## src/rtl/spi_pin_pkg.sv

```systemverilog
package spi_pin_pkg;

  typedef enum logic [2:0] {
    SS_SLV_IN   = 3'd0,
    SS_FAULT_IN = 3'd1,
    SS_RSV_IN   = 3'd2,
    SS_GP_OUT   = 3'd3,
    SS_AUTO_OUT = 3'd4
  } ss_fn_e;

  function automatic ss_fn_e ss_decode(input logic master, input logic oe, input logic dir);
    ss_fn_e fn;
    if (!master) begin
      fn = SS_SLV_IN;
    end else begin
      unique case ({dir, oe})
        2'b00:   fn = SS_FAULT_IN;
        2'b01:   fn = SS_RSV_IN;
        2'b10:   fn = SS_GP_OUT;
        default: fn = SS_AUTO_OUT;
      endcase
    end
    return fn;
  endfunction

endpackage

```

## src/rtl/spi_rst_sync.sv

```systemverilog
module spi_rst_sync #(
  parameter int STAGES = 2
) (
  input  logic clk,
  input  logic rst_n,
  output logic rst_n_s
);
  logic [STAGES-1:0] sync_q;

  always_ff @(posedge clk or negedge rst_n) begin
    if (!rst_n) sync_q <= '0;
    else        sync_q <= {sync_q[STAGES-2:0], 1'b1};
  end

  assign rst_n_s = sync_q[STAGES-1];
endmodule

```

## src/rtl/spi_ss_ctrl.sv

```systemverilog
module spi_ss_ctrl
  import spi_pin_pkg::*;
(
  input  logic clk,
  input  logic rst_n,
  input  logic cfg_master,
  input  logic cfg_ss_oe,
  input  logic cfg_ss_dir,
  input  logic port_ss_val,
  input  logic eng_busy,
  input  logic mf_clear,
  input  logic ss_i,
  output logic ss_o,
  output logic ss_oe,
  output logic ss_sel,
  output logic eff_master,
  output logic mode_fault
);
  ss_fn_e ss_fn;
  logic   mf_q, mf_d, mf_set, mf_en;

  assign eff_master = cfg_master & ~mf_q;
  assign ss_fn      = ss_decode(eff_master, cfg_ss_oe, cfg_ss_dir);

  // fault next-state: set dominates clear
  always_comb begin
    mf_set = (ss_fn == SS_FAULT_IN) & ~ss_i;
    mf_en  = mf_set | mf_clear;
    mf_d   = mf_q;
    if (mf_set)        mf_d = 1'b1;
    else if (mf_clear) mf_d = 1'b0;
  end

  always_ff @(posedge clk or negedge rst_n) begin
    if (!rst_n)     mf_q <= 1'b0;
    else if (mf_en) mf_q <= mf_d;
  end

  always_comb begin
    ss_oe = 1'b0;
    ss_o  = 1'b1;
    unique case (ss_fn)
      SS_GP_OUT:   begin ss_oe = 1'b1; ss_o = port_ss_val; end
      SS_AUTO_OUT: begin ss_oe = 1'b1; ss_o = ~eng_busy;   end
      default:     begin ss_oe = 1'b0; ss_o = 1'b1;        end
    endcase
  end

  assign ss_sel     = (ss_fn == SS_SLV_IN) & ~ss_i;
  assign mode_fault = mf_q;

  a_r5_fault_sets: assert property (@(posedge clk) disable iff (!rst_n)
    (cfg_master && !mode_fault && !cfg_ss_dir && !cfg_ss_oe && !ss_i) |=> mode_fault);
  a_r5_fault_sticky: assert property (@(posedge clk) disable iff (!rst_n)
    (mode_fault && !mf_clear) |=> mode_fault);
  a_r3_reserved_no_fault: assert property (@(posedge clk) disable iff (!rst_n)
    (!mode_fault && cfg_ss_oe) |=> !mode_fault);
  a_r1_auto_low_busy: assert property (@(posedge clk) disable iff (!rst_n)
    (eff_master && cfg_ss_dir && cfg_ss_oe && eng_busy) |-> (ss_oe && !ss_o));
  a_r4_slave_ss_input: assert property (@(posedge clk) disable iff (!rst_n)
    !eff_master |-> !ss_oe);
endmodule

```

## src/rtl/spi_data_route.sv

```systemverilog
module spi_data_route (
  input  logic clk,
  input  logic rst_n,
  input  logic eff_master,
  input  logic cfg_bidir,
  input  logic cfg_sw_dir,
  input  logic port_gpio_val,
  input  logic port_gpio_dir,
  input  logic eng_sck,
  input  logic eng_tx,
  input  logic ss_sel,
  input  logic sck_i,
  input  logic mosi_i,
  input  logic miso_i,
  output logic sck_o,
  output logic sck_oe,
  output logic eng_sck_in,
  output logic mosi_o,
  output logic mosi_oe,
  output logic miso_o,
  output logic miso_oe,
  output logic eng_rx,
  output logic gpio_rx
);
  assign sck_oe     = eff_master;
  assign sck_o      = eff_master & eng_sck;
  assign eng_sck_in = sck_i;

  always_comb begin
    mosi_o  = 1'b0;
    mosi_oe = 1'b0;
    miso_o  = 1'b0;
    miso_oe = 1'b0;
    eng_rx  = 1'b0;
    gpio_rx = 1'b0;
    unique case ({cfg_bidir, eff_master})
      2'b01: begin                       // two-wire master
        mosi_oe = 1'b1;
        mosi_o  = eng_tx;
        eng_rx  = miso_i;
      end
      2'b00: begin                       // two-wire slave
        miso_oe = ss_sel;
        miso_o  = eng_tx;
        eng_rx  = mosi_i;
      end
      2'b11: begin                       // single-wire master on MOSI
        mosi_oe = cfg_sw_dir;
        mosi_o  = eng_tx;
        eng_rx  = mosi_i;
        miso_oe = port_gpio_dir;
        miso_o  = port_gpio_val;
        gpio_rx = miso_i;
      end
      default: begin                     // single-wire slave on MISO
        miso_oe = cfg_sw_dir;
        miso_o  = eng_tx;
        eng_rx  = miso_i;
        mosi_oe = port_gpio_dir;
        mosi_o  = port_gpio_val;
        gpio_rx = mosi_i;
      end
    endcase
  end

  a_r7_slave_no_clock: assert property (@(posedge clk) disable iff (!rst_n)
    !eff_master |-> !sck_oe);
  a_r9_slave_mosi_input: assert property (@(posedge clk) disable iff (!rst_n)
    (!cfg_bidir && !eff_master) |-> !mosi_oe);
  a_r10_shared_receive: assert property (@(posedge clk) disable iff (!rst_n)
    (cfg_bidir && eff_master && !cfg_sw_dir) |-> !mosi_oe);
  a_r11_shared_receive: assert property (@(posedge clk) disable iff (!rst_n)
    (cfg_bidir && !eff_master && !cfg_sw_dir) |-> !miso_oe);
endmodule

```

## src/rtl/spi_pin_router.sv

```systemverilog
module spi_pin_router #(
  parameter int RST_STAGES = 2
) (
  input  logic clk,
  input  logic rst_n,
  input  logic cfg_master,
  input  logic cfg_ss_oe,
  input  logic cfg_ss_dir,
  input  logic cfg_bidir,
  input  logic cfg_sw_dir,
  input  logic port_ss_val,
  input  logic port_gpio_val,
  input  logic port_gpio_dir,
  input  logic mf_clear,
  input  logic eng_busy,
  input  logic eng_sck,
  input  logic eng_tx,
  output logic eng_rx,
  output logic eng_sck_in,
  output logic eng_ss_sel,
  output logic eng_master,
  output logic mode_fault,
  output logic gpio_rx,
  output logic sck_o,
  output logic sck_oe,
  input  logic sck_i,
  output logic mosi_o,
  output logic mosi_oe,
  input  logic mosi_i,
  output logic miso_o,
  output logic miso_oe,
  input  logic miso_i,
  output logic ss_o,
  output logic ss_oe,
  input  logic ss_i
);
  logic rst_n_s;
  logic eff_master;

  spi_rst_sync #(.STAGES(RST_STAGES)) u_rst (
    .clk(clk), .rst_n(rst_n), .rst_n_s(rst_n_s)
  );

  spi_ss_ctrl u_ss (
    .clk(clk), .rst_n(rst_n_s),
    .cfg_master(cfg_master), .cfg_ss_oe(cfg_ss_oe), .cfg_ss_dir(cfg_ss_dir),
    .port_ss_val(port_ss_val), .eng_busy(eng_busy), .mf_clear(mf_clear),
    .ss_i(ss_i), .ss_o(ss_o), .ss_oe(ss_oe), .ss_sel(eng_ss_sel),
    .eff_master(eff_master), .mode_fault(mode_fault)
  );

  spi_data_route u_route (
    .clk(clk), .rst_n(rst_n_s),
    .eff_master(eff_master), .cfg_bidir(cfg_bidir), .cfg_sw_dir(cfg_sw_dir),
    .port_gpio_val(port_gpio_val), .port_gpio_dir(port_gpio_dir),
    .eng_sck(eng_sck), .eng_tx(eng_tx), .ss_sel(eng_ss_sel),
    .sck_i(sck_i), .mosi_i(mosi_i), .miso_i(miso_i),
    .sck_o(sck_o), .sck_oe(sck_oe), .eng_sck_in(eng_sck_in),
    .mosi_o(mosi_o), .mosi_oe(mosi_oe), .miso_o(miso_o), .miso_oe(miso_oe),
    .eng_rx(eng_rx), .gpio_rx(gpio_rx)
  );

  assign eng_master = eff_master;

  a_r6_fault_releases_master: assert property (@(posedge clk) disable iff (!rst_n_s)
    mode_fault |-> (!sck_oe && !ss_oe && !eng_master));
  a_r12_reset_clear: assert property (@(posedge clk)
    !rst_n |-> !mode_fault);
endmodule

```

## config.mk

```make
export PLATFORM = sky130hd
export DESIGN_NAME = spi_pin_router
export DESIGN_NICKNAME = d
export VERILOG_FILES = /design/src/rtl/spi_pin_pkg.sv /design/src/rtl/spi_rst_sync.sv /design/src/rtl/spi_ss_ctrl.sv /design/src/rtl/spi_data_route.sv /design/src/rtl/spi_pin_router.sv
export SDC_FILE = /design/constraint.sdc
export NUM_CORES = 1
export LEC_CHECK = 0
export BUFFER_PORTS_ARGS = -buffer_cell sky130_fd_sc_hd__buf_2
export CORE_AREA = 4 4 41 43
export CTS_CLUSTER_DIAMETER = 40
export DETAILED_ROUTE_END_ITERATION = 16
export DIE_AREA = 0 0 45 47
export HOLD_SLACK_MARGIN = 0.03
export PLACE_DENSITY = 0.64
export SLEW_MARGIN = 20
export SYNTH_ARGS = -nofsm -noshare
export SYNTH_HDL_FRONTEND = slang
export SYNTH_SLANG_ARGS = --single-unit
export TNS_END_PERCENT = 1
```

## constraint.sdc

```tcl
create_clock -name clk -period 1.45 [get_ports clk]
set_input_delay 0.0725 -clock clk [delete_from_list [all_inputs] [get_ports clk]]
set_output_delay 0.0725 -clock clk [all_outputs]
set_load 0.01 [all_outputs]
```

==> results of run 1 <==
-- area by class of cell --
type	count	area, um2	area share, %
multi-input cells	34	317.8	46.86
repair buffers	36	219.0	32.29
flip-flops and latches	3	75.07	11.07
clock buffers	4	26.28	3.875
inverters	5	21.27	3.137
well taps	15	18.77	2.768
-- where the power goes --
part           internal, uW  total (uW)  switching [uW]  leakage [uW]
sequential             88.6        89.9            1.31     0.0000370
combinational           102         188            85.9      0.000305
clock                   103         145            41.9     0.0000150
total                   294         423             129      0.000357
-- stage by stage --
step                worst slack, ns  total power (uW)  utilization (%)
floorplan                   0.05774             177.6                -
global placement            0.05649             240.7            42.40
detailed placement          0.03947             242.4            42.40
CTS                         -0.1599             423.8            51.35
global route                -0.2161             462.7            52.12
finish                      -0.1590             422.7            52.12
-- logic make-up after synthesis --
kind of cell | share of synthesized area (%)
AO/OA/AOI/OAI | 17.22
adder cells (fa/ha/maj) | 23.18
buffers and inverters | 8.940
flip-flops | 19.87
multiplexers | 8.940
other | 0.9924
AND/OR/NAND/NOR | 20.86
-- state kept, by name, indices dropped and copies added, names as in the netlist --
name and cells:
u_ss.mode_fault 1, u_rst.sync_q 2
-- cell usage after synthesis --
cell | number | area share, %
a21oi_1 | 1 | 1.3
inv_1 | 5 | 5.0
dfrtp_1 | 3 | 20
and2_1 | 1 | 1.7
o21bai_1 | 1 | 2.0
nor3b_1 | 2 | 4.0
nor2_2 | 1 | 1.7
a32o_1 | 1 | 2.6
nand2b_1 | 1 | 1.7
o41ai_1 | 1 | 2.3
a22o_1 | 1 | 2.3
o21ai_0 | 5 | 6.6
nand2b_4 | 1 | 3.6
nand2_1 | 4 | 4.0
or3b_1 | 1 | 2.3
nor2_1 | 2 | 2.0
mux2_2 | 3 | 8.9
ha_1 | 7 | 23
conb_1 | 1 | 0.99
buf_4 | 2 | 4.0
-- timing repair --
item / in CTS / in global routing
hold buffers: 2 / 0
gates resized for setup: 9 / 5
endpoints found under the setup margin: 6 / 6
pin swaps: 1 / 1
endpoints found under the hold margin: 3 / 0
setup buffers: 2 / 0
gates cloned: 0 / 0
-- routing by layer --
layer / GRT usage (%) / share of wire, % / vias to the layer above
li1: - / - / 223
met1: 11.82 / 39 / 191
met2: 16.67 / 49 / 23
met3: 3.831 / 12 / 0
met4: 4.678 / 0 / 0
met5: 0 / 0 / -
-- critical path: stages (launching register included) --
cell      delay, ns
dfrtp_1        0.36
nand2b_4       0.18
ha_4           0.16
a32o_1         0.21
mux2_4         0.27
buf_6          0.12
-- worst paths after layout --
kind | startpoint | endpoint | cells after the start
max | u_ss.mode_fault | miso_oe | 5
max in group asynchronous | u_rst.sync_q[1] | u_ss.mode_fault | 1
min | ss_i | u_ss.mode_fault | 2
min in group asynchronous | rst_n | u_rst.sync_q[1] | 2
max reg2reg | u_ss.mode_fault | u_ss.mode_fault | 3
min reg2reg | u_rst.sync_q[0] | u_rst.sync_q[1] | 0
==> key figures, run 1 <==
Run status
  – Status: finished, violations left
  – Failing checks: negative setup slack

STA
  – Min Hold Slack: 0.07029 ns
  – Clock Skews: 0.004755 ns
  – RSZ-0062 raised after global routing: yes
  – Final hold violation count: 0
  – Setup slack after layout: -0.1590 ns
  – Fin. max-slew vios: 0
  – Fmax: 621.5 MHz
  – Setup TNS: -0.4115 ns
  – Post-route minimum period: 1.609 ns
  – Final Cycle Share: 111.0%
  – Final setup viols: 5

Floorplan
  – Chip Width: 45 um
  – I/O Pins: 32
  – Core Region: 1301 um2
  – Die H: 47 um
  – Die area: 2115 um2
  – FP Rows: 13
  – Initial Utilization: 29.04%

Logic synthesis
  – Synthesized net count: 69
  – Synthesized area: 377.9 um2
  – Synth warn: 0
  – Synthesized instance count: 44
  – Yosys reg bits: 3
  – Unique masters post-synth: 20
  – Syn avg cell area: 8.588 um2
  – Sequential fraction of the synthesis area: 19.87%

Detailed routing
  – Detail Route Antenna Nets: 0
  – # DRC: 0
  – Vias per std cell: 4.505
  – DR WL/cell: 9.907 um
  – Via count: 437
  – Drt total wl: 961 um
  – First-pass iteration count of the detailed router: 1
  – DRT iter0 DRCs: 0

CTS
  – Clock buffer depth: 2
  – Insertion delay to the later sink of the worst-skew pair: 0.23 ns
  – Worst-path clk slew: 0.04 ns
  – Total CTS buffers: 3
  – # clock sinks: 3
  – Total number of H-tree levels: 1
  – Root buf cell: clkbuf_4
  – CTS tree: yes

Placed design
  – Port Buf Inserts: 29
  – HPWL after detailed placement: 784.6 um
  – Dpl cell area: 551.8 um2
  – GP Congestion: 0.7211
  – Placed cell count: 89

Power
  – Worst VDD drop: 0.5991 mV
  – Leakage: 0.0003572 uW
  – Power Density: 623.4 nW/um2

Critical path
  – CP startpoint kind: register
  – R2R Setup Slk: 0.32 ns
  – Worst-path maximum fanout: 5
  – WP data required: 1.38 ns
  – Critical path class: reg -> out
  – WP data arrival: 1.54 ns
  – Kind of end point of the critical path: output port

Final layout
  – # diodes: 0
  – Fin area: 678.2 um2
  – Commonest non-fill, non-tap cell in the layout: buf_2
  – Post-route insts no fill: 97
  – Commonest cells after routing, fill and taps aside: 27 x buf_2, 4 x inv_1, 4 x nand2_1, 4 x ha_1, 4 x buf_4
  – Layout cells sized above 1: 57.32%
  – Fin nets: 108
  – P&R area growth vs syn: 79.47%
  – Fill cell count: 145

Run
  – # Max-Cap Violations: 0

Global routing
  – GR Overflow Total: 0
  – GRT Util Overall: 10.19%
  – Initial antenna violation count: 0
  – Number of global-route vias before repair: 415
  – Maximum number of pins on one net before global-route repair: 8
  – First-pass GRT wire length: 1.580 mm

Worst hold path
  – Hold Crit Class: in -> reg
(Power assumes the default switching activity.)
==> run 2, diff against run 1 <==
PLACE_DENSITY = 0.65   (was 0.64)
SETUP_SLACK_MARGIN = 0.5   (was default)
==> run 2 against run 1 <==
Net effect:
- flip-flop and latch count unchanged
- setup slack worse by 0.030 ns
- critical endpoint unchanged
- combinational power up 20%
- utilization up 6.3 points
- largest cell class unchanged
- via count up 1.6%
- clock-buffer cell count unchanged
- routed wire length up 15%
- critical path type unchanged
- the run still ends with negative setup slack left
==> key figures, run 2 (same netlist as run 1, synthesis figures left out) <==
Run status
  – Status: finished, violations left
  – Failing checks: negative setup slack

Floorplan
  – Chip Width: 45 um
  – Core Region: 1301 um2
  – Die area: 2115 um2
  – I/O Pins: 32
  – Initial Utilization: 29.04%
  – Die H: 47 um
  – FP Rows: 13

Detailed routing
  – Drt total wl: 1.103 mm
  – Detail Route Antenna Nets: 0
  – DRT iter0 DRCs: 0
  – # DRC: 0
  – First-pass iteration count of the detailed router: 1
  – Vias per std cell: 4.485
  – Via count: 444
  – DR WL/cell: 11.14 um

STA
  – Min Hold Slack: 0.09962 ns
  – Final hold violation count: 0
  – Setup slack after layout: -0.1891 ns
  – RSZ-0062 raised after global routing: yes
  – Final setup viols: 6
  – Final Cycle Share: 113.0%
  – Fin. max-slew vios: 0
  – Clock Skews: 0.004014 ns
  – Fmax: 610.1 MHz
  – Post-route minimum period: 1.639 ns

Final layout
  – Area of the multi-input gates: 347.8 um2
  – P&R area growth vs syn: 101.3%
  – Sequential Area: 75.07 um2
  – # diodes: 0
  – Commonest cells after routing, fill and taps aside: 22 x buf_2, 9 x buf_6, 5 x buf_4
  – Layout cells sized above 1: 65.48%
  – Fill cell count: 123
  – Max reg flops: 2
  – Fin nets: 110
  – Commonest non-fill, non-tap cell in the layout: buf_2
  – Top reg by flops: u_rst.sync_q

Global routing
  – Number of global-route vias before repair: 418
  – Met3 usage: 4.598%
  – Initial antenna violation count: 0
  – GR Layer Usage met1: 9.567%
  – GRT busiest layer: met2
  – Maximum number of pins on one net before global-route repair: 8
  – GRT Util Overall: 11.23%
  – First-pass GRT wire length: 1.683 mm
  – GR Overflow Total: 0
  – GR Util met2: 22.32%

Critical path
  – Critical path class: reg -> out
  – WP data arrival: 1.57 ns
  – CP startpoint kind: register
  – WP data required: 1.38 ns
  – Worst-path maximum fanout: 5
  – Kind of end point of the critical path: output port

CTS
  – Total number of H-tree levels: 1
  – # clock sinks: 3
  – Total CTS buffers: 3
  – Insertion delay to the later sink of the worst-skew pair: 0.23 ns
  – CTS tree: yes
  – Worst-path clk slew: 0.04 ns
  – Clock buffer depth: 2
  – Root buf cell: clkbuf_4

Placed design
  – Port Buf Inserts: 29
  – HPWL after detailed placement: 785.3 um
  – GP Congestion: 0.7684

Power
  – Power, Total: 458.3 uW
  – Leakage: 0.0003949 uW
  – Power Density: 602.5 nW/um2
  – Worst VDD drop: 0.4506 mV

Worst hold path
  – Hold Crit Class: in -> reg

Run
  – # Max-Cap Violations: 0
[run 2: cell types whose count changed in the layout (fill, tap and decap cells not counted), moves of 2 or more]
cell     change
buf_6        +6
buf_2        -5
ha_2         +2
o21ai_0      -2
o21ai_1      +2
[run 2: critical path, stage by stage, from the launching register on]
cell	delay (ns)
dfrtp_1	0.38
nand2b_4	0.19
ha_4	0.17
a32o_1	0.21
mux2_4	0.27
buf_6	0.12
[run 2: through the flow]
step	setup WS (ns)	util (%)	std cells	TNS (ns)	instance area, um2
finish	-0.1891	58.46	99	-0.5413	760.7
global route	-0.2273	58.46	99	-0.8876	760.7
CTS	-0.1735	55.19	97	-0.5905	718.2
detailed placement	0.02507	43.46	88	0	565.5
global placement	0.04540	43.46	88	0	565.5
floorplan	0.1081	-	44	0	401.6
[run 2: where the power goes]
part	internal [uW]	total (uW)	leakage [uW]	switching [uW]
clock	103	143	0.0000150	40.0
sequential	88.6	90.4	0.0000370	1.72
combinational	126	225	0.000343	99.5
[run 2: final timing paths]
check,from,to,slack [ns],cells after the start
worst max-delay path,u_ss.mode_fault,miso_oe,-0.19,5
worst min-delay path,ss_i,u_ss.mode_fault,0.1,2
worst min register to register,u_rst.sync_q[0],u_rst.sync_q[1],0.35,0
max in group asynchronous,u_rst.sync_q[1],u_ss.mode_fault,0.82,1
min in group asynchronous,rst_n,u_rst.sync_q[0],0.16,2
worst max register to register,u_ss.mode_fault,u_ss.mode_fault,0.31,3
[run 2: what timing repair did]
item | CTS | global route
pin swaps | 7 | 2
hold buffers | 2 | 0
hold endpoints to repair | 3 | 0
setup buffers | 3 | 2
setup endpoints to repair | 13 | 14
resized for setup | 20 | 6
[run 2: routing by layer]
| layer | vias up | wire, um |
|---|---|---|
| li1 | 228 | - |
| met1 | 195 | 384 |
| met2 | 21 | 609 |
| met3 | 0 | 110 |
| met4 | 0 | 0 |
| met5 | - | 0 |
[run 2: cell type report]
| class | count | area share, % |
|---|---|---|
| Multi-Input combinational cell | 34 | 45.72 |
| Timing Repair Buffer | 38 | 35.36 |
| Sequential cell | 3 | 9.868 |
| Clock buffer | 4 | 3.454 |
| Inverter | 5 | 3.125 |
| Tap cell | 15 | 2.467 |
==> run 3, diff against run 2 <==
BUFFER_PORTS_ARGS = default   (was -buffer_cell sky130_fd_sc_hd__buf_2)
CORE_AREA = 2 2 39 41   (was 4 4 41 43)
DIE_AREA = 0 0 41 43   (was 0 0 45 47)
DONT_BUFFER_PORTS = 1   (was default)
PLACE_DENSITY = 0.45   (was 0.65)
==> run 3 against run 2 <==
Net effect:
- the run still ends with negative setup slack left
- sequential share of layout area increased by 2.4 points
- register-to-register slack got worse by 0.08 ns
- maximum frequency increased by 7.9%
- flip-flop and latch count unchanged
- clock power about the same
- hold slack got worse by 0.048 ns
- first-iteration DRC count unchanged
- power decreased by 12%
- largest cell class unchanged
- highest routed layer unchanged
==> key figures, run 3 (same netlist as run 1, synthesis figures left out) <==
Run status
  – Status: finished, violations left
  – Failing checks: negative setup slack

Detailed routing
  – First-pass iteration count of the detailed router: 1
  – Via count: 363
  – Detail Route Antenna Nets: 0
  – Vias per std cell: 4.905
  – DRT iter0 DRCs: 0
  – DR WL/cell: 13.35 um
  – # DRC: 0
  – Drt total wl: 988 um

Final layout
  – Top reg by flops: u_rst.sync_q
  – # diodes: 0
  – Layout cells sized above 1: 50.00%
  – P&R area growth vs syn: 61.92%
  – Final core occ: 44.21%
  – Post-route insts no fill: 74
  – Commonest non-fill, non-tap cell in the layout: buf_4
  – Commonest cells after routing, fill and taps aside: 8 x buf_4, 4 x nand2_1
  – Fin nets: 84
  – Max reg flops: 2

Critical path
  – Crit-path slowest cell: dfrtp_1
  – Family with the most delay on the worst path: flip-flops
  – Critical path class: reg -> out
  – Stages on the worst setup path: 5
  – CP bufs+invs: 1
  – CP peak stage delay: 0.33 ns
  – WP data required: 1.38 ns
  – Worst-path maximum fanout: 6
  – Kind of end point of the critical path: output port
  – WP data arrival: 1.45 ns
  – Worst-path cell chain: nand2b_4 -> inv_6 -> ha_4 -> a32o_1 -> mux2_4
  – CP startpoint kind: register
  – FF-to-FF path depth: 4

Floorplan
  – FP Rows: 14
  – Die H: 43 um
  – Core Region: 1384 um2
  – Die area: 1763 um2
  – Initial Utilization: 27.31%
  – I/O Pins: 32
  – Chip Width: 41 um

Run
  – # Max-Cap Violations: 0

CTS
  – CTS tree: yes
  – Root buf cell: clkbuf_4
  – Total CTS buffers: 3
  – Insertion delay to the later sink of the worst-skew pair: 0.23 ns
  – Clock buffer depth: 2
  – Total number of H-tree levels: 1
  – # clock sinks: 3
  – Worst-path clk slew: 0.04 ns

STA
  – Final hold violation count: 0
  – RSZ-0062 raised after global routing: yes
  – Clock Skews: 0.001284 ns
  – Setup slack after layout: -0.06875 ns
  – Final setup viols: 4
  – Fin. max-slew vios: 0
  – Final Cycle Share: 104.7%
  – Fmax: 658.4 MHz
  – Post-route minimum period: 1.519 ns

Worst hold path
  – Hold Crit Class: in -> reg
  – Cell depth of the worst hold path: 2

Power
  – Worst VDD drop: 0.4389 mV
  – Proportion of power drawn by the clock network: 35.9%
  – Switching share of power: 30.47%
  – Reg power frac: 22.4%
  – Switch Pwr: 122.5 uW
  – Power Density: 656.8 nW/um2
  – P_int: 279.4 uW
  – Leakage: 0.0002736 uW
  – Gate power share: 41.7%

Global routing
  – Initial antenna violation count: 0
  – GR Overflow Total: 0
  – First-pass GRT wire length: 1.469 mm
  – Maximum number of pins on one net before global-route repair: 8
  – GRT Util Overall: 12.35%
  – Number of global-route vias before repair: 383

Placed design
  – Port Buf Inserts: 0
  – GP Congestion: 0.6159
  – HPWL after detailed placement: 750.7 um
  – Placed cell count: 63
-- run 3: final timing paths --
kind                                 start              end  slack (ns)
hold / removal                    mf_clear  u_ss.mode_fault        0.05
min in group asynchronous            rst_n  u_rst.sync_q[1]        0.08
hold reg to reg            u_rst.sync_q[0]  u_rst.sync_q[1]        0.36
max in group asynchronous  u_rst.sync_q[1]  u_ss.mode_fault        0.80
setup reg to reg           u_ss.mode_fault  u_ss.mode_fault        0.23
setup / recovery           u_ss.mode_fault          miso_oe       -0.07
-- run 3: through the flow --
stage / area (um2) / total power (uW) / setup WS (ns) / TNS, ns / hold WS, ns
CTS: 596.8 / 403.1 / -0.08792 / -0.1988 / 0.05183
finish: 611.8 / 401.9 / -0.06875 / -0.09115 / 0.05175
global placement: 444.2 / 206.3 / 0.1402 / 0 / -0.2230
detailed placement: 444.2 / 210.1 / 0.1224 / 0 / -0.2230
global route: 611.8 / 431.4 / -0.1226 / -0.4295 / 0.05579
floorplan: 401.6 / 184.7 / 0.1081 / 0 / -0.2231
-- run 3: metal layers --
layer,routed length (um),global-route usage [%],vias to the layer above
li1,-,-,176
met1,321,12.22,166
met2,524,22.19,21
met3,142,2.618,0
met4,0,6.000,0
met5,0,0,-
-- run 3: layout make-up --
cell class / instances / area, um2
Clock buffer: 4 / 26.28
Fill cell: 129 / 772.0
Inverter: 5 / 23.77
Multi-Input combinational cell: 34 / 361.6
Sequential cell: 3 / 75.07
Tap cell: 16 / 20.02
Timing Repair Buffer: 12 / 105.1
-- run 3: repair_timing --
item,4_1_cts,5_1_grt
gates resized for setup,20,1
setup buffers,2,2
setup endpoints to repair,13,13
hold buffers,3,0
pin swaps,8,5
endpoints found under the hold margin,4,0
cloned,0,0
-- run 3: power by group through the flow --
stage / sequential [uW] / combinational (uW) / clock [uW]
detailed placement: 91.4 / 119 / 0
floorplan: 92.2 / 92.5 / 0
CTS: 90.1 / 163 / 150
finish: 90.1 / 168 / 144
global route: 90.4 / 184 / 157
global placement: 91.1 / 115 / 0
